[config.mk]
export PLATFORM = sky130hd
export DESIGN_NAME = sat_mac_unit
export DESIGN_NICKNAME = d
export VERILOG_FILES = /design/src/rtl/sat_mac_pkg.sv /design/src/rtl/sat_mac_halfsel.sv /design/src/rtl/sat_mac_satadd.sv /design/src/rtl/sat_mac_unit.sv
export SDC_FILE = /design/constraint.sdc
export NUM_CORES = 2
export LEC_CHECK = 0
export BUFFER_PORTS_ARGS = -buffer_cell sky130_fd_sc_hd__buf_2
export CAP_MARGIN = 15
export CORE_UTILIZATION = 58
export CTS_CLUSTER_DIAMETER = 40
export DETAILED_ROUTE_END_ITERATION = 8
export PLACE_DENSITY_LB_ADDON = 0.05
export SLEW_MARGIN = 20
export SYNTH_ARGS = -nofsm -noshare
export SYNTH_HDL_FRONTEND = slang
export SYNTH_SLANG_ARGS = --single-unit
export TNS_END_PERCENT = 5
[constraint.sdc]
create_clock -name clk_i -period 1.7 [get_ports clk_i]
set_input_delay 0.17 -clock clk_i [delete_from_list [all_inputs] [get_ports clk_i]]
set_output_delay 0.17 -clock clk_i [all_outputs]
set_load 0.005 [all_outputs]
[src/rtl/sat_mac_pkg.sv]
package sat_mac_pkg;
  typedef enum logic [3:0] {
    OP_MAC_HH  = 4'd0,
    OP_MAC_WH  = 4'd1,
    OP_MACL_HH = 4'd2,
    OP_MUL_HH  = 4'd3,
    OP_MUL_WH  = 4'd4,
    OP_QADD    = 4'd5,
    OP_QSUB    = 4'd6,
    OP_QDADD   = 4'd7,
    OP_QDSUB   = 4'd8
  } mac_op_e;
endpackage

[src/rtl/sat_mac_halfsel.sv]
module sat_mac_halfsel #(
  parameter int DATA_W = 32,
  localparam int HALF_W = DATA_W / 2
) (
  input  logic [DATA_W-1:0] word_i,
  input  logic              sel_i,
  output logic [DATA_W-1:0] ext_o
);
  logic [HALF_W-1:0] half;
  assign half  = sel_i ? word_i[DATA_W-1:HALF_W] : word_i[HALF_W-1:0];
  assign ext_o = {{HALF_W{half[HALF_W-1]}}, half};
endmodule

[src/rtl/sat_mac_satadd.sv]
module sat_mac_satadd #(
  parameter int W = 32
) (
  input  logic [W-1:0] a_i,
  input  logic [W-1:0] b_i,
  input  logic         sub_i,
  output logic [W-1:0] sum_o,
  output logic         sat_o
);
  logic [W:0] ext;
  always_comb begin
    if (sub_i) ext = {a_i[W-1], a_i} - {b_i[W-1], b_i};
    else       ext = {a_i[W-1], a_i} + {b_i[W-1], b_i};
    sat_o = ext[W] ^ ext[W-1];
    if (!sat_o)      sum_o = ext[W-1:0];
    else if (ext[W]) sum_o = {1'b1, {(W-1){1'b0}}};
    else             sum_o = {1'b0, {(W-1){1'b1}}};
  end
endmodule

[src/rtl/sat_mac_unit.sv]
module sat_mac_unit
  import sat_mac_pkg::*;
#(
  parameter int DATA_W = 32,
  localparam int HALF_W = DATA_W / 2,
  localparam int WIDE_W = DATA_W + HALF_W,
  localparam int LONG_W = 2 * DATA_W
) (
  input  logic              clk_i,
  input  logic              rst_ni,
  input  logic              valid_i,
  input  logic [3:0]        op_i,
  input  logic [DATA_W-1:0] src_a_i,
  input  logic [DATA_W-1:0] src_b_i,
  input  logic [DATA_W-1:0] acc_lo_i,
  input  logic [DATA_W-1:0] acc_hi_i,
  input  logic              sel_a_i,
  input  logic              sel_b_i,
  input  logic              sat_clr_i,
  output logic              valid_o,
  output logic [LONG_W-1:0] result_o,
  output logic              sat_flag_o
);
  // halfword operand selection, one per source
  logic [DATA_W-1:0] src_w [2];
  logic              src_s [2];
  logic [DATA_W-1:0] half_x [2];
  assign src_w[0] = src_a_i;
  assign src_w[1] = src_b_i;
  assign src_s[0] = sel_a_i;
  assign src_s[1] = sel_b_i;

  for (genvar g = 0; g < 2; g++) begin : g_hsel
    sat_mac_halfsel #(.DATA_W(DATA_W)) u_hsel (
      .word_i(src_w[g]),
      .sel_i (src_s[g]),
      .ext_o (half_x[g])
    );
  end

  // products
  logic [DATA_W-1:0] prod_hh;
  logic [WIDE_W-1:0] a_wide, b_wide, prod_wh;
  logic [DATA_W-1:0] prod_wh_top;
  assign prod_hh     = half_x[0] * half_x[1];
  assign a_wide      = {{HALF_W{src_a_i[DATA_W-1]}}, src_a_i};
  assign b_wide      = {{HALF_W{half_x[1][DATA_W-1]}}, half_x[1]};
  assign prod_wh     = a_wide * b_wide;
  assign prod_wh_top = prod_wh[WIDE_W-1:HALF_W];

  // 32-bit wrapping accumulate with overflow detect
  logic [DATA_W-1:0] mac_add, mac_sum;
  logic              mac_ovf;
  assign mac_add = (op_i == OP_MAC_WH) ? prod_wh_top : prod_hh;
  assign mac_sum = mac_add + acc_lo_i;
  assign mac_ovf = (mac_add[DATA_W-1] == acc_lo_i[DATA_W-1]) &&
                   (mac_sum[DATA_W-1] != mac_add[DATA_W-1]);

  // 64-bit wrapping accumulate
  logic [LONG_W-1:0] macl_sum;
  assign macl_sum = {acc_hi_i, acc_lo_i} + {{DATA_W{prod_hh[DATA_W-1]}}, prod_hh};

  // saturating add/sub, optional saturated doubling of src_b
  logic [DATA_W-1:0] dbl_val, q_opnd, q_val;
  logic              dbl_sat, q_sat, use_dbl, q_sub;
  assign use_dbl = (op_i == OP_QDADD) || (op_i == OP_QDSUB);
  assign q_sub   = (op_i == OP_QSUB)  || (op_i == OP_QDSUB);

  sat_mac_satadd #(.W(DATA_W)) u_dbl (
    .a_i(src_b_i), .b_i(src_b_i), .sub_i(1'b0), .sum_o(dbl_val), .sat_o(dbl_sat)
  );

  assign q_opnd = use_dbl ? dbl_val : src_b_i;

  sat_mac_satadd #(.W(DATA_W)) u_qadd (
    .a_i(src_a_i), .b_i(q_opnd), .sub_i(q_sub), .sum_o(q_val), .sat_o(q_sat)
  );

  // result select
  logic [LONG_W-1:0] res_d;
  logic              evt_d;
  always_comb begin
    res_d = '0;
    evt_d = 1'b0;
    case (op_i)
      OP_MAC_HH, OP_MAC_WH: begin
        res_d[DATA_W-1:0] = mac_sum;
        evt_d             = mac_ovf;
      end
      OP_MACL_HH: res_d = macl_sum;
      OP_MUL_HH:  res_d[DATA_W-1:0] = prod_hh;
      OP_MUL_WH:  res_d[DATA_W-1:0] = prod_wh_top;
      OP_QADD, OP_QSUB: begin
        res_d[DATA_W-1:0] = q_val;
        evt_d             = q_sat;
      end
      OP_QDADD, OP_QDSUB: begin
        res_d[DATA_W-1:0] = q_val;
        evt_d             = q_sat | dbl_sat;
      end
      default: ;
    endcase
  end

  always_ff @(posedge clk_i or negedge rst_ni) begin
    if (!rst_ni) begin
      valid_o    <= 1'b0;
      result_o   <= '0;
      sat_flag_o <= 1'b0;
    end else begin
      valid_o <= valid_i;
      if (valid_i) result_o <= res_d;
      // set has priority over clear
      if (valid_i && evt_d) sat_flag_o <= 1'b1;
      else if (sat_clr_i)   sat_flag_o <= 1'b0;
    end
  end
endmodule

==> flow_summary.toml <==
[placement]
placed_cells = 6877
gp_congestion = 1.05
dp.final_hpwl_um = 129000
dp_slack_ns = -7.96
io_buffers = 203

[yosys]
synth_area_um2 = 39900
syn_inst = 4852
synth-edff-count = 0
synth_top_cell_area_share_pct = 37.6
netlist_top_cells_area = "fa_1, ha_1, inv_1"
synth_seq_cells = 66
yosysWarnings = 0
synth-compound-area-share_pct = 14.4
synth_top_family_by_area = "adder cells"
synth_mux_area_share_pct = 1.59
synth_area_per_cell_um2 = 8.23
synth-simple-area-share_pct = 16.2
ys.flop_type = "dfrtp_1"
yosysUniqueCellTypes = 87
synth_top_area_cell = "fa_1"
ys_seq_area_share_pct = 4.14
synthAdderAreaFrac_pct = 47.7
synthXorXnorAreaFrac_pct = 4.96
synth_fp_nets = 6063
ys_async_sr_fraction_pct = 100

[setup_path]
cp_top_family = "adder cells"
r2r_end = "result_o[26]"
crit_top_cell = "buf_4"
r2r-start = "result_o[26]"
reg2reg_depth = 5
worst-r2r-setup-slack_ns = 0.29
crit_arrival_ns = 8.95
cp_slowest_cell = "fa_1"
crit_type = "input pin to register"
critical_path_peak_fanout = 7
start_kind = "input pin"
cp.buffers_inverters = 12
critPathMaxStageDelay_ns = 0.56
cp-end-kind = "register"
worstPathRequired_ns = 1.92

[sta]
setup_viol_count_final = 65
period_needed_ns = 8.73
finalHoldViolations = 0
fmax_ghz = 0.115
finClkSkew_ns = 0
slew_violations = 0
rsz0062_at_grt = "yes"
max_slew_margin_pct = 36.5
finalCritPeriodShare_pct = 513
worst_pin_slew_ns = 0.945
fin_ws_ns = -7.03

[detailed_routing]
maxUsedRoutingLayer = "met5"
initialDrtViolationCount = 3652
firstDrtPassIters = 7
totalWireLength_um = 152000
met2WireLength_um = 68500
wl_per_cell_um = 21.8
dr_wl_met3_um = 15900
ant_nets = 0
viasPerCell = 5.73
dr_total_vias = 39899
m1WireLength_um = 58600
drc = 0

[clocking]
cts_tree = "built"
root_buffer = "clkbuf_16"
clkTransAtPathRegs_ns = 0.06
htree_levels = 3
clock-sinks = 66
clk_path_buf_depth = 2
clk_latency_ns = 0.36
cts-buffers-inserted = 9

[global_route]
grt.total_usage_pct = 44.2
gr-total-overflow = 0
grt_pass1_wl_um = 237000
grt_pass1_vias = 41309
grt_start_max_net_pins = 30
antenna_found_initial = 9

[floorplan]
die_w_um = 264
ioPinCount = 204
core_area_um2 = 67600
start_util_pct = 59.0
fp.dieH_um = 264
num_rows = 95
die_area_um2 = 69900

[hold_path]
min_to = "sat_flag_o"
holdPathStages = 2
hold_start = "sat_clr_i"
hp-class = "input pin to register"

[layout]
drive_gt1_share_pct = 29.8
fin_cells = 6960
nNetsFinal = 7288
syn_to_final_growth_pct = 33.9
nFillCells = 4842

[outcome]
violations = "negative setup slack"
status = "complete, but fails checks"

[job]
maxCapViolations = 0
-- metal layers --
metal	global-route usage [%]	up-vias
li1	-	17898
met1	57.8	19442
met2	69.8	2110
met3	9.87	441
met4	21.2	8
met5	0	-
-- sequential cells by signal, summed over array words and instances (netlist names) --
register and cells:
result_o 64, sat_flag_o 1, valid_o 1
-- synthesized netlist by cell type (all sizes together) (15+ instances only) --
master   number
a22oi        15
nand2       666
dfrtp        66
nand3        48
o211ai       19
and2        141
nand2b       55
a211oi       34
buf          26
ha          323
mux2i        32
o2bb2ai      30
and3         26
a21o         97
fa          750
nor3         27
clkbuf      200
a221oi       17
o21bai       31
o31ai        16
a21oi       243
xnor2       149
o21a         35
o22ai        21
mux2         28
xor2         71
or3          16
a31oi        22
inv         928
nand4        28
o21ai       187
o221ai       17
nor2b        79
nor2        259
-- cells in the final DEF, fill, tap and decap left out, types with 34 or more instances in the layout --
cell	instances
o21a_1	34
o21ai_0	104
nor2b_1	74
nand2_1	654
dfrtp_1	66
a21oi_1	194
inv_1	910
buf_2	201
a21o_1	97
ha_1	293
a21oi_2	48
xor2_1	60
and2_1	128
fa_1	733
xnor2_1	127
nor2_1	250
buf_12	47
o21ai_1	63
nand3_1	46
buf_4	1158
nand2b_1	53
-- worst max path at each step --
| stage | start | to | slack, ns | cells after the start |
|---|---|---|---|---|
| after global routing | sel_b_i | result_o[30] | -7.26 | 40 |
| final | sel_b_i | result_o[30] | -7.03 | 38 |
| after CTS | sel_b_i | result_o[26] | -6.71 | 41 |
| after detailed placement | sel_b_i | result_o[27] | -7.96 | 39 |
| after floorplan | sel_b_i | result_o[63] | -7.38 | 36 |
| after global placement | sel_b_i | result_o[27] | -7.71 | 40 |
-- worst reg2reg max path, delay by kind of cell, from the launching register on --
kind             cells  cell delay (ns)
AND/OR/NAND/NOR      1             0.18
flip-flops           1             0.46
AO/OA/AOI/OAI        4             0.65
-- layout make-up --
class / instances / area [um2] / area share, %
Antenna cell: 5 / 12.5 / 0.0234
Sequential cell: 66 / 1650 / 3.09
Inverter: 928 / 3490 / 6.52
Multi-Input combinational cell: 3634 / 35800 / 67.0
Clock buffer: 10 / 239 / 0.447
Timing Repair Buffer: 1438 / 11100 / 20.7
Clock inverter: 6 / 111 / 0.208
Tap cell: 873 / 1090 / 2.04
-- cells by family after synthesis --
logic type | count (synthesis)
adders and majority gates | 1073
buffers and inverters | 1154
AOI/OAI and AO/OA | 879
DFF | 66
and+or+nand+nor | 1399
xor gates and xnor gates | 221
muxes | 60
-- stage by stage --
step | utilization [%] | setup TNS, ns | cell area, um2 | hold WS, ns
3_3_place_gp | 75.1 | -463.79 | 50800 | 0.131
2_1_floorplan | - | -432.15 | 40500 | -0.126
3_5_place_dp | 75.1 | -472.86 | 50800 | 0.131
6_report | 79.1 | -418.91 | 53500 | 0.0513
4_1_cts | 78.1 | -410.55 | 52800 | 0.0429
5_1_grt | 79.1 | -436.56 | 53500 | 0.0554
-- timing repair --
item / in CTS / in global routing
setup endpoints to repair: 65 / 65
endpoints found under the hold margin: 23 / 0
hold buffers: 1 / 0
buffers inserted: 43 / 17
gates cloned: 4 / 0
gates resized for setup: 272 / 130
pin swaps: 135 / 113
Power is not shown: default switching activity piles up to over one toggle a cycle in this logic, so the estimate is an artifact.
